## config.mk

```make
export PLATFORM = sky130hd
export DESIGN_NAME = dma_csr_ctrl
export DESIGN_NICKNAME = d
export VERILOG_FILES = /design/src/rtl/dma_csr_pkg.sv /design/src/rtl/csr_write_filter.sv /design/src/rtl/csr_store.sv /design/src/rtl/dma_en_fsm.sv /design/src/rtl/reset_pulse_fsm.sv /design/src/rtl/dma_csr_ctrl.sv
export SDC_FILE = /design/constraint.sdc
export NUM_CORES = 1
export LEC_CHECK = 0
export ABC_AREA = 1
export BUFFER_PORTS_ARGS = -buffer_cell sky130_fd_sc_hd__buf_4
export CORE_MARGIN = 4
export CORE_UTILIZATION = 32
export DETAILED_ROUTE_END_ITERATION = 16
export PLACE_DENSITY_LB_ADDON = 0.25
export SYNTH_ARGS = -nofsm -noshare
export SYNTH_HDL_FRONTEND = slang
export SYNTH_SLANG_ARGS = --single-unit
```

## constraint.sdc

```tcl
create_clock -name clk -period 2.4 [get_ports clk]
set_clock_uncertainty 0.15 [all_clocks]
set_input_delay 0 -clock clk [delete_from_list [all_inputs] [get_ports clk]]
set_output_delay 0 -clock clk [all_outputs]
set_load 0.03 [all_outputs]
```

## src/rtl/dma_csr_pkg.sv

```systemverilog
package dma_csr_pkg;
    localparam int CSR_W           = 32;
    localparam int BIT_IRQ_PEND    = 0;
    localparam int BIT_IRQ_EN      = 4;
    localparam int BIT_DRAIN       = 6;
    localparam int BIT_RESET       = 7;
    localparam int BIT_TO_MEM      = 8;
    localparam int BIT_DMA_EN      = 9;
    localparam int BIT_ADDR_LOADED = 26;

    typedef enum logic { EN_OFF, EN_ON } en_state_t;
    typedef enum logic { RP_IDLE, RP_PULSE } rp_state_t;

    typedef struct packed {
        logic             valid;
        logic             reset_req;
        logic [CSR_W-1:0] value;
    } wr_cmd_t;
endpackage

```

## src/rtl/csr_write_filter.sv

```systemverilog
module csr_write_filter
    import dma_csr_pkg::*;
(
    input  logic             wr_en,
    input  logic [CSR_W-1:0] wr_data,
    output wr_cmd_t          cmd
);
    localparam logic [CSR_W-1:0] DRAIN_M = CSR_W'(1) << BIT_DRAIN;

    // Reset wins; otherwise drain is dropped; an all-zero word becomes drain.
    always_comb begin
        cmd.valid     = wr_en;
        cmd.reset_req = wr_data[BIT_RESET];
        if (wr_data[BIT_RESET])
            cmd.value = wr_data;
        else if (wr_data[BIT_DRAIN])
            cmd.value = wr_data & ~DRAIN_M;
        else if (wr_data == '0)
            cmd.value = DRAIN_M;
        else
            cmd.value = wr_data;
    end
endmodule

```

## src/rtl/csr_store.sv

```systemverilog
module csr_store
    import dma_csr_pkg::*;
#(
    parameter logic [31:0] RO_MASK = 32'hF400_0001,
    parameter logic [31:0] VERSION = 32'hA000_0000
) (
    input  logic             clk,
    input  logic             rst_n,
    input  wr_cmd_t          cmd,
    input  logic             status_we,
    input  logic [CSR_W-1:0] status_data,
    output logic [CSR_W-1:0] stored
);
    logic [CSR_W-1:0] nxt;

    always_comb begin
        nxt = stored;
        if (cmd.valid)
            nxt = (nxt & RO_MASK) | (cmd.value & ~RO_MASK);
        if (status_we)
            nxt = (nxt & ~RO_MASK) | (status_data & RO_MASK);
        nxt = nxt | VERSION;
    end

    always_ff @(posedge clk) begin
        if (!rst_n) stored <= VERSION;
        else        stored <= nxt;
    end

    assert_version_R8: assert property (@(posedge clk) disable iff (!rst_n)
        (stored & VERSION) == VERSION);

    assert_ro_hold_R7: assert property (@(posedge clk) disable iff (!rst_n)
        !status_we |=> ((stored & RO_MASK) == ($past(stored) & RO_MASK)));

    assert_drain_clear_R3: assert property (@(posedge clk) disable iff (!rst_n)
        (cmd.valid && !RO_MASK[BIT_DRAIN] && !cmd.reset_req && $past(1'b1) &&
         cmd.value[BIT_DRAIN] == 1'b0 && !(cmd.value == (CSR_W'(1) << BIT_DRAIN)))
        |=> !stored[BIT_DRAIN]);
endmodule

```

## src/rtl/dma_en_fsm.sv

```systemverilog
module dma_en_fsm
    import dma_csr_pkg::*;
(
    input  logic clk,
    input  logic rst_n,
    input  logic wr_valid,
    input  logic wr_en_bit,
    input  logic stored_en,
    output logic dev_dma_en
);
    en_state_t state, state_nxt;

    always_ff @(posedge clk) begin
        if (!rst_n) state <= EN_OFF;
        else        state <= state_nxt;
    end

    always_comb begin
        state_nxt = state;
        unique case (state)
            EN_OFF: if (wr_valid && wr_en_bit && !stored_en)  state_nxt = EN_ON;   // arm
            EN_ON:  if (wr_valid && !wr_en_bit && stored_en)  state_nxt = EN_OFF;  // disarm
        endcase
    end

    always_comb dev_dma_en = (state == EN_ON);

    assert_en_rise_R6: assert property (@(posedge clk) disable iff (!rst_n)
        (wr_valid && wr_en_bit && !dev_dma_en) |=> dev_dma_en);
    assert_en_fall_R6: assert property (@(posedge clk) disable iff (!rst_n)
        (wr_valid && !wr_en_bit && dev_dma_en) |=> !dev_dma_en);
endmodule

```

## src/rtl/reset_pulse_fsm.sv

```systemverilog
module reset_pulse_fsm
    import dma_csr_pkg::*;
(
    input  logic clk,
    input  logic rst_n,
    input  logic fire,
    output logic dev_reset
);
    rp_state_t state, state_nxt;

    always_ff @(posedge clk) begin
        if (!rst_n) state <= RP_IDLE;
        else        state <= state_nxt;
    end

    always_comb begin
        state_nxt = state;
        unique case (state)
            RP_IDLE:  if (fire) state_nxt = RP_PULSE;          // fire
            RP_PULSE: state_nxt = fire ? RP_PULSE : RP_IDLE;   // fire / expire
        endcase
    end

    always_comb dev_reset = (state == RP_PULSE);

    assert_pulse_cause_R5: assert property (@(posedge clk) disable iff (!rst_n)
        fire |=> dev_reset);
    assert_pulse_end_R5: assert property (@(posedge clk) disable iff (!rst_n)
        !fire |=> !dev_reset);
endmodule

```

## src/rtl/dma_csr_ctrl.sv

```systemverilog
module dma_csr_ctrl
    import dma_csr_pkg::*;
#(
    parameter logic [31:0] RO_MASK = 32'hF400_0001,
    parameter logic [31:0] VERSION = 32'hA000_0000
) (
    input  logic        clk,
    input  logic        rst_n,
    input  logic        wr_en,
    input  logic [31:0] wr_data,
    input  logic        status_we,
    input  logic [31:0] status_data,
    output logic [31:0] rd_data,
    output logic        dev_reset,
    output logic        dev_dma_en
);
    wr_cmd_t          cmd;
    logic [CSR_W-1:0] stored;

    csr_write_filter u_filter (
        .wr_en   (wr_en),
        .wr_data (wr_data),
        .cmd     (cmd)
    );

    csr_store #(.RO_MASK(RO_MASK), .VERSION(VERSION)) u_store (
        .clk         (clk),
        .rst_n       (rst_n),
        .cmd         (cmd),
        .status_we   (status_we),
        .status_data (status_data),
        .stored      (stored)
    );

    dma_en_fsm u_en (
        .clk        (clk),
        .rst_n      (rst_n),
        .wr_valid   (cmd.valid),
        .wr_en_bit  (cmd.value[BIT_DMA_EN]),
        .stored_en  (stored[BIT_DMA_EN]),
        .dev_dma_en (dev_dma_en)
    );

    reset_pulse_fsm u_rst (
        .clk       (clk),
        .rst_n     (rst_n),
        .fire      (cmd.valid && cmd.reset_req),
        .dev_reset (dev_reset)
    );

    assign rd_data = stored;

    assert_en_tracks_reg_R6: assert property (@(posedge clk) disable iff (!rst_n)
        dev_dma_en == rd_data[BIT_DMA_EN]);
    assert_pulse_from_write_R5: assert property (@(posedge clk) disable iff (!rst_n)
        dev_reset |-> $past(wr_en && wr_data[BIT_RESET]));
endmodule

```

* Yosys cells after proc, flatten, opt, wreduce, memory -nomap -nowiden
Cells that the tools add are included.
** Word-level totals
- Flip-flop bits (word level) :: 33
- Input bits :: 68
- Logic and storage cells :: 26
** Cells by class
- Reductions and logical operators :: 9
- Mux-type cells :: 9
- Bitwise gates (word level) :: 3
** Operators with widths (count)
- $mux 28 :: 3
- $mux 31 :: 2
- $logic_not 32->1 :: 1
- $or 28x31->31 :: 1
- $or 31x28->31 :: 1
- $logic_and 1x1->1 :: 5
- $mux 1 :: 3
- $logic_not 1->1 :: 2
- $pmux 1 s2 :: 1
- $reduce_bool 2->1 :: 1
- $not 1->1 :: 1

* Logic depth before layout (Yosys ltp)
Gate-level depths: netlist (run 1).
- Depth in word-level cells :: 9
- Depth in mapped cells :: 7
- Gate-level depth less buffers :: 7

* Modules after synthesis
Synthesis (run 1) repeated with hierarchy kept, for this count alone.
** Second synthesis, totals
- Cells, all modules :: 272
- Area total of the unflattened synthesis :: 1609.0 um^2
** Modules (own cells, without submodules)
- csr_store :: cells each 193, instances 1, area each 1266.2 um^2
- csr_write_filter :: cells each 65, instances 1, area each 256.5 um^2
- dma_en_fsm :: cells each 9, instances 1, area each 51.3 um^2
- reset_pulse_fsm :: cells each 3, instances 1, area each 27.5 um^2
- dma_csr_ctrl :: cells each 2, instances 1, area each 7.5 um^2

* Worst setup path before layout (run 1)
Ideal clock, no wire load.
- Path kind :: register to register
- From :: register with a tool-made name
- To :: register with a tool-made name
- Cell stages (with the launch flop) :: 5
- Arrival :: 0.771 ns
- Setup time :: 0.066 ns
- Path slack :: 1.413 ns
- Path through :: dfxtp_1 nand2_1 nand2_1 inv_1 a21oi_2

* Worst setup path after layout (run 1)
- From :: input port status_data[30]
- To :: register u_store.stored[30]
** Between the ends
- Word-level cells in the longest chain between the ends :: 2
** Ends and longest elaborated chain
- start: declaration :: line dma_csr_ctrl.sv:12 : input logic [31:0] status_data,
- $or 28x31->31 :: line csr_store.sv:21 : nxt = (nxt & ~RO_MASK) | (status_data & RO_MASK);
- $mux 31 :: line csr_store.sv:20 : if (status_we)
- end signal: assignment :: line csr_store.sv:27 : else stored <= nxt;
- end: declaration :: line csr_store.sv:12 : output logic [CSR_W-1:0] stored
No other way between the ends.
A chain may end at the register's enable or synchronous reset.

==> flow_metrics.py, run 1 <==
metrics = {
    "run_status": {
        "status": "complete, no violations",
    },
    "layout": {
        "storage_cell_area_um2": 640.6,
        "layout.cell_area.non_filler_mm2": 0.002501,
        "final.fill_count": 330,
        "most_frequent_cells_in_the_layout": "77 x nor2_1, 71 x buf_4, 64 x dlygate4sd3_1",
        "finish.net_count": 376,
        "fraction_of_layout_cells_with_a_size_suffix_above_1_pct": 25.65,
        "mostFrequentLayoutCell": "nor2_1",
        "multiInputGateArea_um2": 534.3,
        "inserted_diodes": 0,
        "synthesis_to_layout_area_growth_pct": 96.95,
    },
    "global_route": {
        "number_of_global_route_vias_before_repair": 1650,
        "pin_count_of_the_biggest_net_entering_global_routing": 29,
        "wire_length_of_the_first_global_routing_pass_um": 7500,
        "number_of_antenna_violations_at_the_first_check_in_global_routing": 0,
        "grt-ovfl-total": 0,
        "grt_use_total_pct": 18.47,
    },
    "clock_tree": {
        "worst_skew_pair.late_latency_ns": 0.28,
        "htree_levels": 2,
        "clk_transition_reported_paths_ns": 0.06,
        "clock_tree.root_cell": "clkbuf_8",
        "numClockSinks": 32,
        "tritoncts": "done",
        "clock_tree.buffer_depth": 2,
        "cts_made_buffers": 5,
        "post_cts.repair.setup_buffers": 0,
    },
    "floorplanning": {
        "dieWidth_um": 71.00,
        "design.core.area_mm2": 0.003744,
        "start_util_pct": 33.92,
        "die_height_um": 71.00,
        "die_area_mm2": 0.005040,
        "number_of_top_level_pins": 102,
        "site_rows": 22,
    },
    "detailed_routing": {
        "met2WireLength_um": 2217,
        "via_count": 1599,
        "detailedRoute.firstPassIterationCount": 5,
        "vias_per_cell": 4.492,
        "top_signal_layer_used": "met4",
        "average_wire_length_per_cell_after_detail_routing_um": 12.41,
        "totalWireLength_um": 4418,
        "drt_first_iter_violations": 94,
        "routed-wl-met3_um": 328,
        "route.detailed.drc": 0,
        "ant_nets": 0,
        "wl_met1_um": 1822,
    },
    "pwr": {
        "p_int_mw": 0.9480,
        "vdd.ir_drop.worst_mv": 0.3678,
        "cellPowerDensity_mw_per_mm2": 530.9,
        "power_leakage_nw": 1.212,
        "comb_power_share_pct": 27.0,
        "power.share.sequential_pct": 44.2,
        "power.switching_mw": 0.3798,
        "p_sw_share_pct": 28.61,
        "clock_share_of_power_pct": 28.8,
    },
    "timing": {
        "final_hold_viol_count": 0,
        "timing_worst_slew_pin_value_ns": 0.5047,
        "rsz0062_at_grt": "false",
        "timing.slew.headroom_pct": 66.31,
        "final.min_clock_period_ns": 1.949,
        "clock.fmax_mhz": 513.1,
        "count_of_final_max_slew_check_failures": 0,
        "setup_viol": 0,
        "layout_worst_path_cycle_share_pct": 81.20,
        "smallest_hold_slack_ns": 0.04191,
        "total_negative_setup_slack_ns": 0,
    },
    "place": {
        "dpl-instance-area_mm2": 0.001783,
        "detailed_placement_wirelength_estimate_um": 2532,
        "gp_congestion": 0.7273,
        "io_buffers": 71,
    },
    "critical_path": {
        "worst-path-max-fanout": 1,
        "timing.critical_path.to_type": "flop",
        "critical_path_class": "input port to flop",
        "critPathRequiredTime_ns": 2.41,
        "worst_r2r_path_depth": 5,
        "worst-endpoint-arrival_ns": 1.96,
        "setup.reg_to_reg.worst_slack_ns": 0.99,
        "cp-start-kind": "input port",
    },
    "worst_hold_path": {
        "tightest_hold_check_type": "input port to flop",
        "hp-start": "rst_n",
        "holdPathStages": 3,
    },
    "synth": {
        "synthesized_flop_and_latch_total": 32,
        "synthesis.instances": 176,
        "synth_warnings": 0,
        "yosysSeqAreaShare_pct": 50.44,
        "synthDistinctLibCells": 15,
        "post_synth.cell_area_avg_um2": 7.216,
        "synth.cell_area_mm2": 0.001270,
    },
    "flow_run": {
        "max_cap_viol_count": 0,
    },
}
[per-stage QoR]
stage | setup slack [ns] | total power [mW] | util, % | cells
after detailed placement | 1.224 | 0.8608 | 47.63 | 285
final | 0.4512 | 1.328 | 66.81 | 356
after floorplan | 1.413 | 0.7434 | - | 177
after CTS | 0.5437 | 1.333 | 66.81 | 356
after global routing | 0.3982 | 1.392 | 66.81 | 356
after global placement | 1.229 | 0.8580 | 47.63 | 285
[worst max-delay path by stage]
stage	startpoint	to	cells past startpoint
2_1_floorplan	flop	flop	4
3_3_place_gp	wr_en	flop	6
5_1_grt	status_data[30]	u_store.stored[30]	6
3_5_place_dp	wr_en	flop	6
6_report	status_data[30]	u_store.stored[30]	6
4_1_cts	status_data[26]	u_store.stored[26]	6
[power groups by stage]
stage | clock network (mW) | logic (mW) | registers, mW
floorplan | 0 | 0.0796 | 0.664
global placement | 0 | 0.262 | 0.596
detailed placement | 0 | 0.264 | 0.597
CTS | 0.394 | 0.354 | 0.586
global route | 0.413 | 0.387 | 0.591
finish | 0.383 | 0.358 | 0.586
[cell usage after synthesis]
cell	count	share of area, %
o21ai_1	8	3.2
nor2_1	77	23
inv_2	1	0.30
a21oi_1	3	1.2
a21oi_2	1	0.69
inv_1	3	0.89
buf_4	4	2.4
nand2_1	17	5.0
conb_1	1	0.30
buf_6	3	2.7
nand3_1	1	0.39
buf_2	3	1.2
clkbuf_2	1	0.39
o21ai_0	21	8.3
dfxtp_1	32	50
[cell type report]
type	count	area share [%]
Multi-Input combinational cell	130	21.36
Timing Repair Buffer	135	46.92
Clock inverter	1	0.2001
Clock buffer	6	2.901
Tap cell	48	2.401
Sequential cell	32	25.61
Inverter	4	0.6003
[cell families (layout without fill, tap and decap cells)]
| kind of cell | count (synthesis) | count (layout) | synth area share [%] |
|---|---|---|---|
| compound gates | 33 | 33 | 13.30 |
| buf+inv | 15 | 146 | 7.782 |
| flops | 32 | 32 | 50.44 |
| other cells | 1 | 2 | 0.2953 |
| simple gates | 95 | 95 | 28.18 |
[routing by layer]
| layer | vias up | track usage (%) |
|---|---|---|
| li1 | 809 | - |
| met1 | 724 | 21.07 |
| met2 | 59 | 32.34 |
| met3 | 7 | 5.682 |
| met4 | 0 | 6.681 |
| met5 | - | 0 |
[repair_timing]
item / CTS / global route
gates resized for setup: 0 / 0
hold buffers: 64 / 0
hold endpoints to repair: 32 / 0
[worst max-delay path, stage by stage]
cell           delay, ns
dlygate4sd3_1       0.54
buf_4               0.14
nor2_1              0.11
dlygate4sd3_1       0.56
nor2_1              0.05
dlygate4sd3_1       0.57
No activity file was read; power rests on OpenSTA's default activity.
==> run 2: changes to the inputs <==
==> constraint.sdc (replaced) <==
create_clock -name clk -period 1.95 [get_ports clk]
set_clock_uncertainty 0.15 [all_clocks]
set_input_delay 0 -clock clk [delete_from_list [all_inputs] [get_ports clk]]
set_output_delay 0 -clock clk [all_outputs]
set_load 0.03 [all_outputs]
==> flow_metrics.py, run 2 (synthesis results as in run 1) <==
metrics = {
    "critical_path": {
        "critical_path_class": "input port to flop",
        "cp-start-kind": "input port",
        "worst-path-max-fanout": 1,
        "critPathRequiredTime_ns": 1.98,
        "worst-endpoint-arrival_ns": 1.93,
        "timing.critical_path.to_type": "flop",
    },
    "worst_hold_path": {
        "tightest_hold_check_type": "input port to flop",
    },
    "global_route": {
        "number_of_antenna_violations_at_the_first_check_in_global_routing": 0,
        "wire_length_of_the_first_global_routing_pass_um": 7341,
        "number_of_global_route_vias_before_repair": 1623,
        "grt_use_total_pct": 18.04,
        "grt-ovfl-total": 0,
        "pin_count_of_the_biggest_net_entering_global_routing": 29,
    },
    "floorplanning": {
        "number_of_top_level_pins": 102,
        "die_height_um": 71.00,
        "design.core.area_mm2": 0.003744,
        "start_util_pct": 33.92,
        "site_rows": 22,
        "die_area_mm2": 0.005040,
        "dieWidth_um": 71.00,
    },
    "place": {
        "detailed_placement_wirelength_estimate_um": 2450,
        "gp_congestion": 0.7292,
        "io_buffers": 71,
        "dpl-instance-area_mm2": 0.001783,
        "place_worst_setup_slack_ns": 0.7666,
    },
    "layout": {
        "layout.cell_area.non_filler_mm2": 0.002532,
        "synthesis_to_layout_area_growth_pct": 99.41,
        "final.fill_count": 327,
        "multiInputGateArea_um2": 536.8,
        "finish.net_count": 374,
        "most_frequent_cells_in_the_layout": "76 x nor2_1, 71 x buf_4, 62 x dlygate4sd3_1",
        "inserted_diodes": 0,
        "storage_cell_area_um2": 640.6,
        "mostFrequentLayoutCell": "nor2_1",
        "fraction_of_layout_cells_with_a_size_suffix_above_1_pct": 26.71,
    },
    "detailed_routing": {
        "drt_first_iter_violations": 53,
        "average_wire_length_per_cell_after_detail_routing_um": 12.41,
        "top_signal_layer_used": "met4",
        "met2WireLength_um": 2188,
        "totalWireLength_um": 4407,
        "ant_nets": 0,
        "via_count": 1583,
        "detailedRoute.firstPassIterationCount": 4,
        "wl_met1_um": 1805,
        "route.detailed.drc": 0,
        "routed-wl-met3_um": 381,
        "vias_per_cell": 4.459,
    },
    "clock_tree": {
        "clock_tree.root_cell": "clkbuf_8",
        "cts_made_buffers": 5,
        "clk_transition_reported_paths_ns": 0.07,
        "worst_skew_pair.late_latency_ns": 0.28,
        "clock_tree.buffer_depth": 2,
        "numClockSinks": 32,
        "tritoncts": "done",
        "post_cts.repair.setup_buffers": 0,
        "htree_levels": 2,
    },
    "timing": {
        "worst_slack_ns": 0.04390,
        "setup_viol": 0,
        "smallest_hold_slack_ns": 0.03852,
        "count_of_final_max_slew_check_failures": 0,
        "layout_worst_path_cycle_share_pct": 97.75,
        "clock.fmax_mhz": 524.6,
        "rsz0062_at_grt": "false",
        "total_negative_setup_slack_ns": 0,
        "final_hold_viol_count": 0,
        "final.min_clock_period_ns": 1.906,
    },
    "pwr": {
        "vdd.ir_drop.worst_mv": 0.3824,
        "design_power_total_mw": 1.853,
        "power_leakage_nw": 1.224,
        "comb_power_share_pct": 23.6,
        "power.share.sequential_pct": 38.9,
        "power.switching_mw": 0.4808,
        "cellPowerDensity_mw_per_mm2": 731.9,
        "p_int_mw": 1.373,
        "p_sw_share_pct": 25.94,
        "clock_share_of_power_pct": 37.5,
    },
    "run_status": {
        "status": "complete, no violations",
    },
    "flow_run": {
        "max_cap_viol_count": 0,
    },
}
==> run 2: power by group through the flow <==
stage / combinational (mW) / clock [mW] / sequential, mW
6_report: 0.438 / 0.695 / 0.721
5_1_grt: 0.472 / 0.744 / 0.726
4_1_cts: 0.435 / 0.713 / 0.720
3_5_place_dp: 0.324 / 0 / 0.733
3_3_place_gp: 0.323 / 0 / 0.733
2_1_floorplan: 0.0980 / 0 / 0.817
==> run 2: critical path: stages <==
cell and delay (ns):
dlygate4sd3_1 0.53, buf_4 0.14, nor2_2 0.11, dlygate4sd3_1 0.56, nor2_1 0.05, dlygate4sd3_1 0.54
==> run 2: path summary, 6_finish.rpt <==
path                    from                  to  slack [ns]  cells after the start
min reg2reg             flop                flop        0.32                      2
max          status_data[30]  u_store.stored[30]        0.04                      6
min                    rst_n                flop        0.04                      3
max reg2reg             flop                flop        0.52                      5
==> run 2: per-stage QoR <==
stage,cells,util (%)
after floorplan,177,-
after global placement,285,47.63
after detailed placement,285,47.63
after CTS,357,68.12
after global routing,355,67.65
final,355,67.65
==> run 2: area by class of cell <==
class | count | share of cell area (%)
inverters | 4 | 0.5929
repair buffers | 133 | 45.55
clock inverters | 1 | 1.186
flip-flops and latches | 32 | 25.30
well taps | 48 | 2.372
multi-input cells | 130 | 21.20
clock buffers | 7 | 3.804
==> run 2: metal layers <==
layer | up-vias | track usage (%)
li1 | 804 | -
met1 | 716 | 20.76
met2 | 59 | 31.31
met3 | 4 | 7.102
met4 | 0 | 4.384
met5 | - | 0
==> run 2: timing repair <==
| action | CTS | global route |
|---|---|---|
| endpoints found under the hold margin | 32 | 0 |
| hold buffers | 64 | 0 |
| endpoints found under the setup margin | 0 | 3 |
| resized for setup | 0 | 1 |
